### config.mk
export PLATFORM = sky130hd
export DESIGN_NAME = tcc_channel
export DESIGN_NICKNAME = d
export VERILOG_FILES = /design/src/rtl/tcc_pkg.sv /design/src/rtl/tcc_ref_fsm.sv /design/src/rtl/tcc_edge_sel.sv /design/src/rtl/tcc_channel.sv
export SDC_FILE = /design/constraint.sdc
export NUM_CORES = 1
export LEC_CHECK = 0
export BUFFER_PORTS_ARGS = -buffer_cell sky130_fd_sc_hd__buf_4
export CAP_MARGIN = 5
export CORE_MARGIN = 3
export CORE_UTILIZATION = 40
export CTS_BUF_LIST = sky130_fd_sc_hd__clkbuf_8
export CTS_CLUSTER_SIZE = 24
export DETAILED_ROUTE_END_ITERATION = 8
export HOLD_SLACK_MARGIN = 0.02
export PLACE_DENSITY = 0.72
export SYNTH_ARGS = -nofsm -noshare
export SYNTH_HDL_FRONTEND = slang
export SYNTH_SLANG_ARGS = --single-unit
### constraint.sdc
create_clock -name clk -period 5.79 [get_ports clk]
set_input_delay 1.4475 -clock clk [delete_from_list [all_inputs] [get_ports clk]]
set_output_delay 1.4475 -clock clk [all_outputs]
set_load 0.01 [all_outputs]
### src/rtl/tcc_pkg.sv
package tcc_pkg;

    typedef enum logic [2:0] {
        OCM_FROZEN = 3'd0,
        OCM_SET    = 3'd1,
        OCM_CLR    = 3'd2,
        OCM_TOG    = 3'd3,
        OCM_FLOW   = 3'd4,
        OCM_FHIGH  = 3'd5,
        OCM_PWM1   = 3'd6,
        OCM_PWM2   = 3'd7
    } ocm_e;

    typedef enum logic {
        REF_LOW  = 1'b0,
        REF_HIGH = 1'b1
    } ref_state_e;

    // encoded as {secondary, main}
    typedef enum logic [1:0] {
        EDG_RISE = 2'b00,
        EDG_FALL = 2'b01,
        EDG_RSVD = 2'b10,
        EDG_BOTH = 2'b11
    } edge_sel_e;

endpackage

### src/rtl/tcc_ref_fsm.sv
module tcc_ref_fsm
    import tcc_pkg::*;
#(
    parameter int CNT_W = 16
) (
    input  logic             clk,
    input  logic             rst_n,
    input  logic             active,
    input  logic [2:0]       mode,
    input  logic [CNT_W-1:0] cnt,
    input  logic [CNT_W-1:0] cmp,
    input  logic             down,
    input  logic             clr_force,
    output logic             ref_o
);

    ref_state_e state_q, state_d;
    ocm_e       mode_e;
    logic       match, below, pwm_lvl;

    assign mode_e  = ocm_e'(mode);
    assign match   = (cnt == cmp);
    assign below   = (cnt < cmp);
    assign pwm_lvl = down ? (below || match) : below;

    always_ff @(posedge clk or negedge rst_n) begin
        if (!rst_n) state_q <= REF_LOW;
        else        state_q <= state_d;
    end

    always_comb begin
        state_d = state_q;
        if (active) begin
            unique case (mode_e)
                OCM_FROZEN: state_d = state_q;
                OCM_SET:    if (match) state_d = REF_HIGH;
                OCM_CLR:    if (match) state_d = REF_LOW;
                OCM_TOG:    if (match) state_d = (state_q == REF_HIGH) ? REF_LOW : REF_HIGH;
                OCM_FLOW:   state_d = REF_LOW;
                OCM_FHIGH:  state_d = REF_HIGH;
                OCM_PWM1:   state_d = pwm_lvl ? REF_HIGH : REF_LOW;
                OCM_PWM2:   state_d = pwm_lvl ? REF_LOW : REF_HIGH;
            endcase
        end
        if (clr_force) state_d = REF_LOW;
    end

    always_comb begin
        ref_o = (state_q == REF_HIGH);
    end


    force_high_chk: assert property (@(posedge clk) disable iff (!rst_n)
        (active && mode == 3'd5 && !clr_force) |=> ref_o);


    ext_clear_chk: assert property (@(posedge clk) disable iff (!rst_n)
        clr_force |=> !ref_o);

endmodule

### src/rtl/tcc_edge_sel.sv
module tcc_edge_sel
    import tcc_pkg::*;
(
    input  logic       clk,
    input  logic       rst_n,
    input  logic       sig,
    input  logic [1:0] sel,
    input  logic       en,
    output logic       edge_o
);

    logic sig_d;
    logic rise, fall;

    always_ff @(posedge clk or negedge rst_n) begin
        if (!rst_n) sig_d <= 1'b0;
        else        sig_d <= sig;
    end

    assign rise = sig & ~sig_d;
    assign fall = ~sig & sig_d;

    always_comb begin
        edge_o = 1'b0;
        unique case (edge_sel_e'(sel))
            EDG_RISE: edge_o = en & rise;
            EDG_FALL: edge_o = en & fall;
            EDG_BOTH: edge_o = en & (rise | fall);
            EDG_RSVD: edge_o = 1'b0;
        endcase
    end


    rsvd_edge_chk: assert property (@(posedge clk) disable iff (!rst_n)
        (sel == 2'b10) |-> !edge_o);

endmodule

### src/rtl/tcc_channel.sv
module tcc_channel
    import tcc_pkg::*;
#(
    parameter int CNT_W = 16
) (
    input  logic             clk,
    input  logic             rst_n,
    input  logic [CNT_W-1:0] cnt_i,
    input  logic             cnt_down_i,
    input  logic [CNT_W-1:0] reload_i,
    input  logic             update_i,
    input  logic             wrap_i,
    input  logic             clr_en_i,
    input  logic             clr_in_i,
    input  logic             chan_in_i,
    input  logic [2:0]       mode_i,
    input  logic [1:0]       sel_i,
    input  logic             pol_main_i,
    input  logic             pol_sec_i,
    input  logic             chan_en_i,
    input  logic             preload_en_i,
    input  logic             ccr_wr_i,
    input  logic [CNT_W-1:0] ccr_wdata_i,
    input  logic             ccr_rd_i,
    input  logic             gen_i,
    input  logic             flag_clr_i,
    output logic             ref_o,
    output logic             pin_o,
    output logic [CNT_W-1:0] ccr_o,
    output logic             flag_o,
    output logic             ovc_o
);

    localparam logic [1:0] SEL_CMP = 2'd0;

    logic [1:0]       sel_q;
    logic [CNT_W-1:0] shadow_q, act_q;
    logic             flag_q, ovc_q;
    logic             cap_mode, cap_edge, cap_evt, out_hit;
    logic             match, beyond;

    assign cap_mode = (sel_q != SEL_CMP);
    assign match    = (cnt_i == act_q);
    assign beyond   = (act_q > reload_i);
    assign out_hit  = !cap_mode && ((match && !beyond) || (beyond && wrap_i) || gen_i);
    assign cap_evt  = cap_mode && (cap_edge || gen_i);

    tcc_ref_fsm #(.CNT_W(CNT_W)) ref_i (
        .clk      (clk),
        .rst_n    (rst_n),
        .active   (!cap_mode),
        .mode     (mode_i),
        .cnt      (cnt_i),
        .cmp      (act_q),
        .down     (cnt_down_i),
        .clr_force(clr_en_i && clr_in_i),
        .ref_o    (ref_o)
    );

    tcc_edge_sel edge_i (
        .clk   (clk),
        .rst_n (rst_n),
        .sig   (chan_in_i),
        .sel   ({pol_sec_i, pol_main_i}),
        .en    (chan_en_i && cap_mode),
        .edge_o(cap_edge)
    );

    always_ff @(posedge clk or negedge rst_n) begin
        if (!rst_n) begin
            sel_q    <= SEL_CMP;
            shadow_q <= '0;
            act_q    <= '0;
            flag_q   <= 1'b0;
            ovc_q    <= 1'b0;
        end else begin
            if (!chan_en_i) sel_q <= sel_i;

            if (cap_evt)                     shadow_q <= cnt_i;
            else if (!cap_mode && ccr_wr_i)  shadow_q <= ccr_wdata_i;

            if (!cap_mode) begin
                if (ccr_wr_i && !preload_en_i) act_q <= ccr_wdata_i;
                else if (update_i)             act_q <= shadow_q;
            end

            if (out_hit || cap_evt)                        flag_q <= 1'b1;
            else if (flag_clr_i || (cap_mode && ccr_rd_i)) flag_q <= 1'b0;

            if (cap_evt && flag_q) ovc_q <= 1'b1;
            else if (flag_clr_i)   ovc_q <= 1'b0;
        end
    end

    assign pin_o  = chan_en_i && !cap_mode && (ref_o ^ pol_main_i);
    assign ccr_o  = shadow_q;
    assign flag_o = flag_q;
    assign ovc_o  = ovc_q;


    preload_hold_chk: assert property (@(posedge clk) disable iff (!rst_n)
        (preload_en_i && !update_i) |=> $stable(act_q));


    ovc_needs_flag_chk: assert property (@(posedge clk) disable iff (!rst_n)
        $rose(ovc_q) |-> $past(flag_q));


    cap_write_block_chk: assert property (@(posedge clk) disable iff (!rst_n)
        (cap_mode && ccr_wr_i && !cap_evt) |=> $stable(ccr_o));


    sel_lock_chk: assert property (@(posedge clk) disable iff (!rst_n)
        chan_en_i |=> $stable(sel_q));

endmodule

==> impl_metrics.json, run 1 <==
{
  "required_ns": 4.34,
  "status": "finished, final reports clean",
  "synth.distinct_cells": 38,
  "clk_latency_ns": 0.30,
  "fp.coreArea_mm2": 0.00639,
  "cts_sinks": 38,
  "fin_tns_setup_ns": 0,
  "grt_pass1_vias": 2497,
  "worst-path-buf-inv": 2,
  "seq_area_um2": 951,
  "ys.warnings.count": 0,
  "final-hold-violation-count": 0,
  "slew_headroom_pct": 27.7,
  "grtUsageTotal_pct": 19.6,
  "path_class": "in -> out",
  "fp.dieH_um": 87.5,
  "place.gp.congestion": 0.745,
  "powerDensity_mw_per_mm2": 288,
  "clkTransAtPathRegs_ns": 0.08,
  "die_w_um": 87.5,
  "area_growth_pct": 31.8,
  "p_int_uw": 650,
  "rsz0062_at_grt": "no",
  "crit_chain": "buf_4, xor2_1, and3_1, buf_4",
  "grt_max_degree": 39,
  "multi_input_area_mm2": 0.00154,
  "fill_cells": 581,
  "ys_ff_latch": 38,
  "syn_area_per_cell_um2": 9.39,
  "leakagePower_nw": 1.83,
  "fin_crit_ns": 3.46,
  "final_common_cell": "buf_4",
  "peakVddDrop_v": 0.000126,
  "start_util_pct": 41.6,
  "drtIter0Drc": 128,
  "io_pins": 89,
  "dp_hpwl_um": 5490,
  "synthesis.area_mm2": 0.00266,
  "reg2regPathDepth": 7,
  "crit_top_cell": "buf_4",
  "crit_family": "buffers and inverters",
  "post-route-drc-count": 0,
  "cts_resized": 0,
  "rows": 29,
  "ys_seq_area_share_pct": 35.8,
  "synth_edf_count": 0,
  "dp_slack_ns": 2.05,
  "postCtsSetupRepairBufs": 0,
  "setup_ws_ns": 2.33,
  "cts_max_level": 2,
  "arrival_ns": 2.01,
  "cts_tree": "yes",
  "synthCells": 283,
  "cts_made_buffers": 5,
  "nets": 473,
  "hold_slack_ns": 0.531,
  "drt-vias-per-instance": 5.49,
  "dieArea_mm2": 0.00766,
  "worst_setup_path_start_kind": "input pin",
  "slowest_delay_ns": 0.16,
  "clockRootBuffer": "clkbuf_8",
  "clk_path_buf_depth": 2,
  "finalMaxSlewViolations": 0,
  "switching_share_pct": 35.6,
  "dr.pass1.iters": 4,
  "hold_depth": 1,
  "wire_per_inst_um": 16.1,
  "period_share_pct": 59.7,
  "power_frac_clock_pct": 22.4,
  "worst_pin_slew_ns": 1.08,
  "critPathMaxFanout": 3,
  "worst-path-stages": 4,
  "drive_gt1_share_pct": 29.1,
  "totalWireLength_um": 7210,
  "detail-route-antenna-nets": 0,
  "max_cap_viol_count": 0,
  "grt_pass1_wl_um": 11800,
  "final_cell_mix": "90 x buf_4, 38 x dfrtp_1, 36 x inv_1",
  "clock-skew-final_ns": 0.00608,
  "synthesis.nets": 386,
  "io_buffers": 88,
  "cts.hold.buffers_added": 0,
  "netSwitchingPower_uw": 359,
  "grt_overflow": 0,
  "end_kind": "output pin",
  "crit_path_top_delay_cell": "and3_1",
  "synthArstFlopShare_pct": 100,
  "setup_violations": 0,
  "min_path_type": "reg -> reg",
  "n_antenna_cell": 0,
  "vias": 2458,
  "pwr-share-comb_pct": 38.7,
  "antenna_found_initial": 0,
  "seqPwrFrac_pct": 38.9,
  "fmax_mhz": 289,
  "ys.flop_type": "dfrtp_1"
}
==> power by group through the flow <==
stage | clock, mW | sequential (mW) | combinational [mW]
after floorplan | 0 | 0.386 | 0.232
after global placement | 0 | 0.393 | 0.376
after detailed placement | 0 | 0.395 | 0.392
after CTS | 0.231 | 0.392 | 0.394
after global routing | 0.240 | 0.402 | 0.452
final | 0.226 | 0.393 | 0.390
==> sequential cells by signal, indices dropped and copies added, names as in the netlist <==
signal / count
act_q: 16
ccr_o: 16
edge_i.sig_d: 1
flag_o: 1
ovc_o: 1
ref_i.ref_o: 1
sel_q: 2
==> synthesized netlist by cell type (all sizes together), types with 2 or more instances <==
cell    number  share of area [%]
dfrtp       38                 36
inv         36                5.1
ha          34                 16
nand2       27                3.8
o21ai       23                4.3
a221o       18                6.8
and3        17                4.0
a21oi       16                3.4
mux2i       16                6.0
clkbuf       7               0.99
nand4        7                1.9
nand3        5               0.94
nor2         4               0.56
a21o         3               0.85
buf          3               0.56
mux2         3                1.3
nor2b        3               0.71
nor4         3               0.94
a211oi       2               0.56
a22o         2               0.66
nor3b        2               0.56
o211ai       2               0.56
==> cell type report <==
class                      count  area share, %
timing repair buffer          90           19.3
clock inverter                 3           1.14
tap                           77           2.75
multi-input combinational    199           43.9
inverter                      36           3.86
sequential                    38           27.1
clock buffer                   5           1.96
==> layer usage <==
metal	vias up	GRT usage (%)	part of all wire, %
met5	-	0	0
met2	73	32.1	47
met3	8	5.20	7.4
li1	1210	-	-
met4	0	5.86	1.4
met1	1167	25.6	44
==> worst reg2reg max path: cells and delay by family (launching register included) <==
kind | cells | cell delay (ns)
adders and majority gates | 1 | 0.27
AOI/OAI and AO/OA | 5 | 1.69
DFF | 1 | 0.38
and+or+nand+nor | 1 | 0.07
==> stage by stage <==
step	util, %	power, mW	cells	cell area (um^2)
6_report	54.9	1.01	448	3500
5_1_grt	54.9	1.09	448	3500
4_1_cts	54.9	1.02	448	3500
3_3_place_gp	53.2	0.769	440	3390
2_1_floorplan	-	0.619	283	2660
3_5_place_dp	53.2	0.787	440	3390
==> cell families (layout without fill, tap and decap cells) <==
kind of cell,after synthesis,after routing,share of synthesized area (%)
AOI/OAI and AO/OA,74,74,19.7
xor gates and xnor gates,1,1,0.330
adders and majority gates,34,34,16.0
buffers and inverters,46,134,6.64
DFF,38,38,35.8
muxes,19,19,7.30
and+or+nand+nor,71,71,14.3
==> worst paths after layout <==
kind                                    from   endpoint  slack, ns
worst max-delay path              pol_main_i      pin_o       2.33
worst min-delay path                   ovc_o      ovc_o       0.53
worst max register to register  edge_i.sig_d   ccr_o[6]       3.26
worst min register to register         ovc_o      ovc_o       0.53
max in group asynchronous              rst_n   ccr_o[5]       4.33
min in group asynchronous              rst_n  ccr_o[10]       1.11
No activity file was read; power rests on OpenSTA's default activity.
==> run 2: changes to the inputs <==
==> constraint.sdc (replaced) <==
create_clock -name clk -period 3.56 [get_ports clk]
set_input_delay 0.89 -clock clk [delete_from_list [all_inputs] [get_ports clk]]
set_output_delay 0.89 -clock clk [all_outputs]
set_load 0.01 [all_outputs]
==> impl_metrics.json, run 2 (same netlist as run 1, synthesis figures left out) <==
{
  "status": "finished, final reports clean",
  "vias": 2482,
  "grt_overflow": 0,
  "crit_family": "compound AO/OA/AOI/OAI gates",
  "clkTransAtPathRegs_ns": 0.08,
  "crit_top_cell": "a21oi_2",
  "fin_crit_ns": 2.90,
  "drtIter0Drc": 173,
  "leakagePower_nw": 1.83,
  "path_class": "in -> reg",
  "post-route-drc-count": 0,
  "period_share_pct": 81.4,
  "required_ns": 3.73,
  "cts_made_buffers": 5,
  "fp.coreArea_mm2": 0.00639,
  "grt_pass1_wl_um": 11700,
  "clockRootBuffer": "clkbuf_8",
  "rsz0062_at_grt": "no",
  "switching_share_pct": 36.3,
  "final_cell_mix": "91 x buf_4, 38 x dfrtp_1, 37 x inv_1",
  "setup_violations": 0,
  "place.gp.congestion": 0.767,
  "cts_sinks": 38,
  "dp_hpwl_um": 5610,
  "crit_path_top_delay_cell": "a21oi_2",
  "arrival_ns": 3.07,
  "final-hold-violation-count": 0,
  "dr.pass1.iters": 4,
  "max_cap_viol_count": 0,
  "cts_max_level": 2,
  "area_growth_pct": 31.5,
  "power_frac_clock_pct": 19.6,
  "drt-vias-per-instance": 5.53,
  "wire_per_inst_um": 15.8,
  "antenna_found_initial": 0,
  "pwr-share-comb_pct": 40.3,
  "postCtsSetupRepairBufs": 0,
  "nets": 474,
  "die_w_um": 87.5,
  "seqPwrFrac_pct": 40.2,
  "clock-skew-final_ns": 0.00213,
  "p_int_mw": 1.01,
  "fp.dieH_um": 87.5,
  "critPathMaxFanout": 19,
  "cts_tree": "yes",
  "finalMaxSlewViolations": 0,
  "peakVddDrop_v": 0.000236,
  "end_kind": "register",
  "fin_tns_setup_ns": 0,
  "fill_cells": 584,
  "worst_setup_path_start_kind": "input pin",
  "grtUsageTotal_pct": 19.3,
  "grt_max_degree": 39,
  "detail-route-antenna-nets": 0,
  "clk_latency_ns": 0.29,
  "cts_resized": 0,
  "slowest_delay_ns": 0.75,
  "cts.hold.buffers_added": 0,
  "crit_chain": "buf_4, inv_1, ha_1, nand2_1, o211a_1, o21ai_1, a21oi_2, a21oi_2, a221o_1",
  "slew_headroom_pct": 34.5,
  "totalWireLength_um": 7110,
  "powerDensity_mw_per_mm2": 452,
  "clk_path_buf_depth": 2,
  "io_pins": 89,
  "drive_gt1_share_pct": 29.0,
  "worst_pin_slew_ns": 0.982,
  "grt_pass1_vias": 2494,
  "n_antenna_cell": 0,
  "start_util_pct": 41.6,
  "dieArea_mm2": 0.00766,
  "netSwitchingPower_uw": 572,
  "final_common_cell": "buf_4",
  "dp_slack_ns": 0.359,
  "fmax_mhz": 345,
  "io_buffers": 88,
  "rows": 29,
  "setup_ws_ns": 0.662,
  "worst-path-buf-inv": 2,
  "min_path_type": "reg -> reg"
}
==> run 2: cell types whose count changed in the layout (fill, tap and decap cells not counted), sizes merged <==
cell	previous run	this run
buf	90	91
clkbuf	5	6
bufinv	1	0
clkinv	2	1
inv	36	37
==> run 2: cell type report <==
type                            count  area (um^2)  share of cell area [%]
Multi-Input combinational cell    199         1540                    44.0
Sequential cell                    38          951                    27.2
Timing Repair Buffer               91          683                    19.6
Inverter                           36          135                    3.87
Tap cell                           77         96.3                    2.76
Clock buffer                        6         82.6                    2.36
Clock inverter                      2         8.76                   0.251
==> run 2: per-layer routing <==
layer	vias to the layer above	share of wire [%]	track usage (%)
met1	1151	45	26.5
met5	-	0	0
li1	1218	-	-
met4	0	1.3	5.02
met2	99	47	31.0
met3	14	7.4	4.07
==> run 2: per-stage QoR <==
stage / std cells / total power [mW] / util (%) / instance area [um^2] / hold slack [ns]
after floorplan: 283 / 1.01 / - / 2660 / 0.475
after global placement: 441 / 1.26 / 53.3 / 3400 / 0.497
after detailed placement: 441 / 1.28 / 53.3 / 3400 / 0.506
after CTS: 449 / 1.59 / 54.7 / 3490 / 0.528
after global routing: 449 / 1.71 / 54.7 / 3490 / 0.561
final: 449 / 1.58 / 54.7 / 3490 / 0.529
==> run 2: power by group through the flow <==
| stage | Clock [mW] | Combinational, mW | Sequential, mW |
|---|---|---|---|
| CTS | 0.313 | 0.644 | 0.634 |
| detailed placement | 0 | 0.640 | 0.641 |
| global placement | 0 | 0.617 | 0.640 |
| global route | 0.336 | 0.728 | 0.650 |
| finish | 0.309 | 0.635 | 0.634 |
| floorplan | 0 | 0.378 | 0.628 |
==> run 2: worst paths after layout <==
check                        startpoint   endpoint  slack, ns  depth (start not counted)
hold / removal                    ovc_o      ovc_o       0.53                          1
setup / recovery              chan_in_i   ccr_o[0]       0.66                          9
setup reg to reg           edge_i.sig_d   ccr_o[0]       1.01                          7
max in group asynchronous         rst_n  ccr_o[15]       2.66                          1
hold reg to reg                   ovc_o      ovc_o       0.53                          1
min in group asynchronous         rst_n  act_q[10]       0.57                          1
==> run 2: worst reg2reg max path, cell delays in order, from the launching register on <==
cell and delay (ns):
dfrtp_1 0.39, ha_1 0.27, nand2_1 0.07, o211a_1 0.14, o21ai_1 0.09, a21oi_2 0.75, a21oi_2 0.34, a221o_1 0.39
==> run 3: changes to the inputs <==
==> constraint.sdc (replaced) <==
create_clock -name clk -period 2.7 [get_ports clk]
set_input_delay 0.675 -clock clk [delete_from_list [all_inputs] [get_ports clk]]
set_output_delay 0.675 -clock clk [all_outputs]
set_load 0.01 [all_outputs]
==> impl_metrics.json, run 3 (same netlist as run 1, synthesis figures left out) <==
{
  "status": "finished, final reports clean",
  "grt_pass1_wl_um": 11400,
  "totalWireLength_um": 7270,
  "fmax_mhz": 426,
  "fin_crit_ns": 2.35,
  "drtIter0Drc": 97,
  "fill_cells": 595,
  "final_cell_mix": "93 x buf_4, 38 x inv_1, 38 x dfrtp_1",
  "end_kind": "register",
  "max_cap_viol_count": 0,
  "reg2reg_to": "flag_o",
  "rrSetupSlack_ns": 0.41,
  "setup_violations": 0,
  "final-hold-violation-count": 0,
  "grt_overflow": 0,
  "nets": 476,
  "start_util_pct": 41.6,
  "rows": 29,
  "cts_resized": 0,
  "worst_pin_slew_ns": 0.856,
  "crit_chain": "buf_4, inv_1, ha_1, a21oi_1, nand2_1, a221o_1, o31ai_1, mux2_2, o32a_1",
  "cts_sinks": 38,
  "slowest_delay_ns": 0.38,
  "detail-route-antenna-nets": 0,
  "io_buffers": 88,
  "finalMaxSlewViolations": 0,
  "final_common_cell": "buf_4",
  "die_w_um": 87.5,
  "wire_per_inst_um": 16.1,
  "leakagePower_nw": 1.85,
  "fp.dieH_um": 87.5,
  "postCtsSetupRepairBufs": 0,
  "hold_slack_ns": 0.350,
  "grt_pass1_vias": 2362,
  "antenna_found_initial": 0,
  "cts_made_buffers": 5,
  "rsz0062_at_grt": "no",
  "fin_tns_setup_ns": 0,
  "area_growth_pct": 32.6,
  "peakVddDrop_v": 0.000254,
  "drive_gt1_share_pct": 29.1,
  "fp.coreArea_mm2": 0.00639,
  "path_class": "in -> reg",
  "dr.pass1.iters": 4,
  "powerDensity_mw_per_mm2": 613,
  "dieArea_mm2": 0.00766,
  "slew_headroom_pct": 42.9,
  "clk_path_buf_depth": 2,
  "power_mw": 2.16,
  "drt-vias-per-instance": 5.37,
  "dpl_cell_area_mm2": 0.00342,
  "clkTransAtPathRegs_ns": 0.08,
  "dp_hpwl_um": 5540,
  "timing.rr.start": "act_q[14]",
  "min_path_type": "in -> async",
  "post-route-drc-count": 0,
  "clockRootBuffer": "clkbuf_8",
  "period_share_pct": 86.9,
  "grt_max_degree": 39,
  "worst_setup_path_start_kind": "input pin",
  "cts_max_level": 2,
  "cts.hold.buffers_added": 0,
  "crit_start": "reload_i[14]",
  "grtUsageTotal_pct": 19.3,
  "arrival_ns": 2.52,
  "final_area_mm2": 0.00352,
  "clock-skew-final_ns": 0.00909,
  "place.gp.congestion": 0.798,
  "vias": 2423,
  "io_pins": 89,
  "crit_path_top_delay_cell": "mux2_2",
  "reg2regPathDepth": 7,
  "cts_tree": "yes",
  "required_ns": 2.87,
  "clk_latency_ns": 0.29,
  "critPathMaxFanout": 3,
  "n_antenna_cell": 0
}
run 3: cell count changes in the layout (fill, tap and decap cells not counted):
cell | before | now
buf_4 | 91 | 93
bufinv_16 | 0 | 1
clkbuf_8 | 6 | 5
clkinv_2 | 1 | 0
inv_1 | 37 | 38
run 3: area by class of cell:
cell class	instances	area, um^2	share of cell area [%]
tap	77	96.3	2.73
clock inverter	3	37.5	1.07
inverter	36	135	3.84
sequential	38	951	27.0
clock buffer	5	68.8	1.95
timing repair buffer	93	698	19.8
multi-input combinational	199	1540	43.6
run 3: how the worst max path moves through the flow:
stage                     depth (start not counted)  endpoint
final                                             9    flag_o
after global routing                              9    flag_o
after CTS                                         9    flag_o
after detailed placement                          9    flag_o
after global placement                            9    flag_o
after floorplan                                   8    flag_o
run 3: layer usage:
layer / share of wire, % / global-route usage [%]
met1: 46 / 26.1
met2: 46 / 31.0
met3: 7.7 / 4.92
met4: 0.88 / 4.88
met5: 0 / 0
run 3: through the flow:
stage               cells  util [%]  worst slack, ns
floorplan             283         -            0.326
CTS                   451      55.2            0.377
global placement      443      53.5            0.114
global route          451      55.2            0.287
detailed placement    443      53.5           0.0745
finish                451      55.2            0.353
run 3: power by group:
part | total (mW) | internal [mW] | switching [mW]
Combinational | 0.847 | 0.423 | 0.424
Sequential | 0.840 | 0.703 | 0.136
Clock | 0.472 | 0.269 | 0.203
Total | 2.16 | 1.40 | 0.763
run 3: critical path: cells and delay by family:
kind	cells	cell delay, ns
AND/OR/NAND/NOR	1	0.07
adder cells (fa/ha/maj)	1	0.32
AO/OA/AOI/OAI	4	0.97
multiplexers	1	0.38
buffers and inverters	2	0.10
